--- src/rtl/ccu_pkg.sv ---
`timescale 1ns/100ps
package ccu_pkg;

    localparam int DIV_W = 8;
    localparam int REG_W = 32;

    typedef enum logic [2:0] {
        RA_DIV  = 3'd0,
        RA_SRC  = 3'd1,
        RA_GATE = 3'd2,
        RA_CMD  = 3'd3,
        RA_INT  = 3'd4,
        RA_STAT = 3'd5
    } reg_addr_e;

    localparam int BIT_GO      = 31;
    localparam int BIT_UPD     = 21;
    localparam int BIT_HOLD    = 13;
    localparam int BIT_LOCK    = 12;
    localparam int BIT_BUSY    = 9;
    localparam int BIT_GATE_ON = 0;

    typedef struct packed {
        logic upd_only;
        logic hold_busy;
    } cmd_opt_t;

    function automatic cmd_opt_t opt_from_word(input logic [REG_W-1:0] w);
        cmd_opt_t o;
        o.upd_only  = w[BIT_UPD];
        o.hold_busy = w[BIT_HOLD];
        return o;
    endfunction

    function automatic logic is_go(input logic we, input logic [2:0] a,
                                   input logic [REG_W-1:0] w);
        return we && (a == RA_CMD) && w[BIT_GO];
    endfunction

endpackage

--- src/rtl/ccu_stage_regs.sv ---
`timescale 1ns/100ps
module ccu_stage_regs
    import ccu_pkg::*;
#(
    parameter int NUM_SRC = 2,
    parameter int SRC_W   = 1
) (
    input  logic                              clk,
    input  logic                              rst,
    input  logic                              wr_en,
    input  logic [2:0]                        addr,
    input  logic [REG_W-1:0]                  wdata,
    input  logic                              pending,
    input  cmd_opt_t                          opt,
    input  logic                              lock_err,
    input  logic                              data_busy,
    output logic [NUM_SRC-1:0][DIV_W-1:0]     stg_div,
    output logic [SRC_W-1:0]                  stg_src,
    output logic                              stg_en,
    output logic [REG_W-1:0]                  rdata
);

    localparam int DIVS_W = NUM_SRC * DIV_W;

    for (genvar g = 0; g < NUM_SRC; g++) begin : g_field
        always_ff @(posedge clk) begin
            if (rst) begin
                stg_div[g] <= '0;
            end else if (wr_en && addr == RA_DIV) begin
                stg_div[g] <= wdata[g*DIV_W +: DIV_W];
            end
        end
    end

    always_ff @(posedge clk) begin
        if (rst) begin
            stg_src <= '0;
            stg_en  <= 1'b0;
        end else if (wr_en) begin
            if (addr == RA_SRC)  stg_src <= wdata[SRC_W-1:0];
            if (addr == RA_GATE) stg_en  <= wdata[BIT_GATE_ON];
        end
    end

    always_comb begin
        rdata = '0;
        case (reg_addr_e'(addr))
            RA_DIV:  rdata[DIVS_W-1:0] = stg_div;
            RA_SRC:  rdata[SRC_W-1:0]  = stg_src;
            RA_GATE: rdata[BIT_GATE_ON] = stg_en;
            RA_CMD: begin
                rdata[BIT_GO]   = pending;
                rdata[BIT_UPD]  = opt.upd_only;
                rdata[BIT_HOLD] = opt.hold_busy;
            end
            RA_INT:  rdata[BIT_LOCK] = lock_err;
            RA_STAT: rdata[BIT_BUSY] = data_busy;
            default: rdata = '0;
        endcase
    end

endmodule

--- src/rtl/ccu_update_ctrl.sv ---
`timescale 1ns/100ps
module ccu_update_ctrl
    import ccu_pkg::*;
#(
    parameter int NUM_SRC = 2,
    parameter int SRC_W   = 1
) (
    input  logic                              clk,
    input  logic                              rst,
    input  logic                              wr_en,
    input  logic [2:0]                        addr,
    input  logic [REG_W-1:0]                  wdata,
    input  logic                              data_busy,
    input  logic [NUM_SRC-1:0][DIV_W-1:0]     stg_div,
    input  logic [SRC_W-1:0]                  stg_src,
    input  logic                              stg_en,
    output logic                              pending,
    output cmd_opt_t                          opt,
    output logic                              lock_err,
    output logic [NUM_SRC-1:0][DIV_W-1:0]     act_div,
    output logic [SRC_W-1:0]                  act_src,
    output logic                              act_en,
    output logic [DIV_W-1:0]                  sel_div
);

    logic go;
    logic deferred;
    logic accept;
    logic clr_lock;

    assign go       = is_go(wr_en, addr, wdata);
    assign deferred = opt.hold_busy && data_busy;
    assign accept   = pending && !deferred;
    assign clr_lock = wr_en && (addr == RA_INT) && wdata[BIT_LOCK];

    always_ff @(posedge clk) begin
        if (rst) begin
            pending  <= 1'b0;
            opt      <= '0;
            lock_err <= 1'b0;
            act_div  <= '0;
            act_src  <= '0;
            act_en   <= 1'b0;
        end else begin
            if (accept) begin
                pending <= 1'b0;
                if (opt.upd_only) begin
                    act_div <= stg_div;
                    act_src <= stg_src;
                    act_en  <= stg_en;
                end
            end
            if (go && !pending) begin
                pending <= 1'b1;
                opt     <= opt_from_word(wdata);
            end
            if (go && pending) begin
                lock_err <= 1'b1;
            end else if (clr_lock) begin
                lock_err <= 1'b0;
            end
        end
    end

    always_comb begin
        sel_div = act_div[0];
        for (int i = 0; i < NUM_SRC; i++) begin
            if (act_src == SRC_W'(i)) sel_div = act_div[i];
        end
    end

endmodule

--- src/rtl/ccu_clk_gen.sv ---
`timescale 1ns/100ps
module ccu_clk_gen
    import ccu_pkg::*;
(
    input  logic             clk,
    input  logic             rst,
    input  logic             cfg_en,
    input  logic [DIV_W-1:0] cfg_div,
    output logic             half_q,
    output logic             byp_on,
    output logic [DIV_W:0]   run_key
);

    logic             run_en;
    logic [DIV_W-1:0] run_div;
    logic [DIV_W-1:0] cnt;
    logic             cfg_diff;
    logic             idle;

    assign cfg_diff = (cfg_en != run_en) || (cfg_div != run_div);
    assign idle     = !run_en || (run_div == '0);
    assign byp_on   = run_en && (run_div == '0);
    assign run_key  = {run_en, run_div};

    always_ff @(negedge clk) begin
        if (rst) begin
            run_en  <= 1'b0;
            run_div <= '0;
            cnt     <= '0;
            half_q  <= 1'b0;
        end else if (!half_q && cfg_diff) begin
            run_en  <= cfg_en;
            run_div <= cfg_div;
            cnt     <= '0;
            half_q  <= 1'b0;
        end else if (idle) begin
            cnt    <= '0;
            half_q <= 1'b0;
        end else if (cnt == run_div - DIV_W'(1)) begin
            cnt    <= '0;
            half_q <= !half_q;
        end else begin
            cnt <= cnt + DIV_W'(1);
        end
    end

endmodule

--- src/rtl/clkdiv_update_unit.sv ---
`timescale 1ns/100ps
module clkdiv_update_unit
    import ccu_pkg::*;
#(
    parameter int NUM_SRC = 2
) (
    input  logic              clk,
    input  logic              rst,
    input  logic              wr_en,
    input  logic [2:0]        addr,
    input  logic [31:0]       wdata,
    output logic [31:0]       rdata,
    input  logic              data_busy,
    output logic              card_clk
);

    localparam int SRC_W = (NUM_SRC > 1) ? $clog2(NUM_SRC) : 1;

    logic [NUM_SRC-1:0][DIV_W-1:0] stg_div;
    logic [SRC_W-1:0]              stg_src;
    logic                          stg_en;
    logic                          pending;
    cmd_opt_t                      opt;
    logic                          lock_err;
    logic [NUM_SRC-1:0][DIV_W-1:0] act_div;
    logic [SRC_W-1:0]              act_src;
    logic                          act_en;
    logic [DIV_W-1:0]              sel_div;
    logic                          half_q;
    logic                          byp_on;
    logic [DIV_W:0]                run_key;

    ccu_stage_regs #(.NUM_SRC(NUM_SRC), .SRC_W(SRC_W)) u_regs (
        .clk(clk), .rst(rst), .wr_en(wr_en), .addr(addr), .wdata(wdata),
        .pending(pending), .opt(opt), .lock_err(lock_err), .data_busy(data_busy),
        .stg_div(stg_div), .stg_src(stg_src), .stg_en(stg_en), .rdata(rdata)
    );

    ccu_update_ctrl #(.NUM_SRC(NUM_SRC), .SRC_W(SRC_W)) u_ctrl (
        .clk(clk), .rst(rst), .wr_en(wr_en), .addr(addr), .wdata(wdata),
        .data_busy(data_busy), .stg_div(stg_div), .stg_src(stg_src),
        .stg_en(stg_en), .pending(pending), .opt(opt), .lock_err(lock_err),
        .act_div(act_div), .act_src(act_src), .act_en(act_en), .sel_div(sel_div)
    );

    ccu_clk_gen u_gen (
        .clk(clk), .rst(rst), .cfg_en(act_en), .cfg_div(sel_div),
        .half_q(half_q), .byp_on(byp_on), .run_key(run_key)
    );

    assign card_clk = byp_on ? clk : half_q;

endmodule

--- config.mk ---
export PLATFORM = sky130hd
export DESIGN_NAME = clkdiv_update_unit
export DESIGN_NICKNAME = d
export VERILOG_FILES = /design/src/rtl/ccu_pkg.sv /design/src/rtl/ccu_stage_regs.sv /design/src/rtl/ccu_update_ctrl.sv /design/src/rtl/ccu_clk_gen.sv /design/src/rtl/clkdiv_update_unit.sv
export SDC_FILE = /design/constraint.sdc
export NUM_CORES = 1
export LEC_CHECK = 0
export BUFFER_PORTS_ARGS = -buffer_cell sky130_fd_sc_hd__buf_2
export CORE_ASPECT_RATIO = 1.25
export CORE_MARGIN = 3
export CORE_UTILIZATION = 35
export DETAILED_ROUTE_END_ITERATION = 6
export MAX_ROUTING_LAYER = met4
export PLACE_DENSITY = 0.68
export REMOVE_ABC_BUFFERS = 1
export SYNTH_ARGS = -nofsm -noshare
export SYNTH_HDL_FRONTEND = slang
export SYNTH_SLANG_ARGS = --single-unit
export TNS_END_PERCENT = 5
--- constraint.sdc ---
create_clock -name clk -period 2 [get_ports clk]
set_input_delay 0.1 -clock clk [delete_from_list [all_inputs] [get_ports clk]]
set_output_delay 0.1 -clock clk [all_outputs]
set_load 0.1 [all_outputs]
==> metrics <==
CTS tree done; GRT Total Usage 17.1%; Slowest-stage cell, CP dfxtp_2; CTS max path bufs 2; Multi-input gate area 1830 um^2; Mapped Area 3020 um^2; largest net degree at the start of global routing 50; TritonCTS Buffers 9; ys async rst share 0%; CP required 1280 ps; crit end category flop; Synth area leader dfxtp_1; Layout Skew 53.3 ps; die height 110 um; clock latency on the worst-skew pair 380 ps; I/O pin total 72; # rows 37; Slew Viols, Final 0; vias in the first global route 2,977; worst setup path class flop to flop; critical path, cell by cell buf_8, mux2i_4, xnor2_2, nor4_4, buf_4, a31oi_4, nor4b_2; number of distinct library cells after synthesis 46; drt total wl 7590 um; Mapped Cells 374; failing checks negative setup slack; power density over the cells 800 nW/um^2; max cap viols 0; Worst Setup Start Kind flop; synth top area cells dfxtp_1, nand2_1, a21oi_1, xnor2_1, mux2i_1; leakage 1.72 nW; fin util 51.2%; Synth Register Bits 58; Hold Path Class input port to flop; first-pass GRT wire length 12,900 um; total number of vias 2,843; CP Data Arrival Time 2160 ps; Layout Nets 513; clock-pin slew on the worst setup and hold paths 70 ps; final hold vios 0; Die ar. 9780 um^2; Sequential cell area 1160 um^2; Worst-Margin Slew 666 ps; Crit Path Max Fanout 8; total power 3.41 mW; Die Width 89.1 um; Commonest cells post-synth nand2_1, dfxtp_1, a21oi_1; n_diodes 0; area grow syn2layout 41.2%; filler cell count 750; layout cells sized above 1 27.1%; Main synth FF type dfxtp_1; Seq/Total Area, Yosys 38.5%; Detail Placement HPWL 5090 um; CTS HTree Levels 3; number of flops mapped to enable cells by yosys 0; # setup viols final 18; IO buf count 43; DRC 0; Congestion Overflow GR 0; crit path buf inv count 2; Final ANT Viol Nets 0; routed vias/inst 4.96; Rel. slew slack 55.4%; fin worst setup slack -882 ps; RSZ-0062 raised after global routing yes; DRT iter0 DRCs 92; Synth top area share 38.5%; initial antenna violation count 0; status complete, but fails checks; top-count cell post-synth nand2_1; wire length per cell 13.2 um; VDD IR max 0.000590 V; detailed-router iteration count before antenna repair 4; Avg Inst Size Synth 8.07 um^2; gpl congestion 0.851; Core Area 8330 um^2; Starting Density 36.2%; Top delay family on crit path simple AND/OR/NAND/NOR gates; CP peak stage delay 360 ps; Yosys Warn Count 0; root buffer cell clkbuf_8
-- final cells by class --
class	instances	share of cell area, %
tap	97	2.85
inverter	8	0.704
clock inverter	23	2.90
clock buffer	13	4.11
timing repair buffer	91	19.3
sequential	58	27.3
multi-input combinational	283	42.9
-- worst min-delay path, stage by stage --
cell	delay, ps
buf_2	110
nand2_1	50
a21oi_1	50
-- through the flow --
stage | std cells | cell area, um^2 | TNS (ps) | setup slack (ps) | hold slack (ps)
2_1_floorplan | 350 | 2870 | -14450 | -2190 | 169
3_5_place_dp | 518 | 3610 | -12540 | -954 | 346
4_1_cts | 571 | 4190 | -11190 | -814 | 8.84
6_report | 573 | 4260 | -12000 | -882 | 28.9
3_3_place_gp | 518 | 3610 | -11220 | -814 | 343
5_1_grt | 573 | 4260 | -13600 | -961 | 46.5
-- path summary, 6_finish.rpt --
kind / from / endpoint / slack, ps / cells after the start
worst min register to register: u_ctrl.act_div[15] / u_ctrl.act_div[15] / 460 / 2
worst max register to register: u_ctrl.act_src / u_gen.cnt[6] / -880 / 7
worst min-delay path: wdata[12] / u_regs.stg_div[12] / 30 / 3
worst max-delay path: u_ctrl.act_src / u_gen.cnt[6] / -880 / 7
-- layout by cell type (no fill, tap or decap), types with 10 or more instances in the layout --
cell and count:
conb_1 14, clkbuf_8 11, nand2_1 82, and2_1 16
dfxtp_1 56, a21oi_1 44, nor2_1 20, nand3_1 10
dlygate4sd3_1 15, buf_12 14, buf_2 29, buf_4 32
xnor2_1 15, inv_1 25
-- flip-flops by register name, summed over array words and instances, names as in the netlist, 2 cells and up --
register,count
u_ctrl.opt,2
u_regs.stg_div,16
u_gen.cnt,8
u_gen.run_div,8
u_ctrl.act_div,16
-- per-layer routing --
| layer | vias to the layer above | share of wire (%) | wire (um) | track usage [%] |
|---|---|---|---|---|
| met5 | - | 0 | 0 | - |
| li1 | 1435 | - | - | - |
| met4 | 0 | 2.0 | 149 | 8.51 |
| met3 | 14 | 3.9 | 299 | 4.57 |
| met1 | 1318 | 41 | 3080 | 18.2 |
| met2 | 76 | 54 | 4070 | 29.1 |
-- power by group --
part / internal, mW / switching (mW)
logic: 0.389 / 0.525
clock network: 0.697 / 0.583
registers: 1.19 / 0.0252
total: 2.28 / 1.13
-- logic make-up after synthesis --
group           after synthesis  synth area share, %
compound gates               67                 14.0
flops                        58                 38.5
mux                          14                 4.85
simple gates                163                 27.1
fa+ha+maj                     3                 1.24
other cells                   1                0.124
buf+inv                      46                 7.79
xor+xnor                     22                 6.38
-- timing repair --
action,in CTS,in global routing
endpoints found under the setup margin,18,18
hold buffers,15,0
setup buffers,4,2
gates resized for setup,29,10
pin swaps,9,8
hold endpoints to repair,15,0
Note: power is estimated with default switching activity, not from simulation.
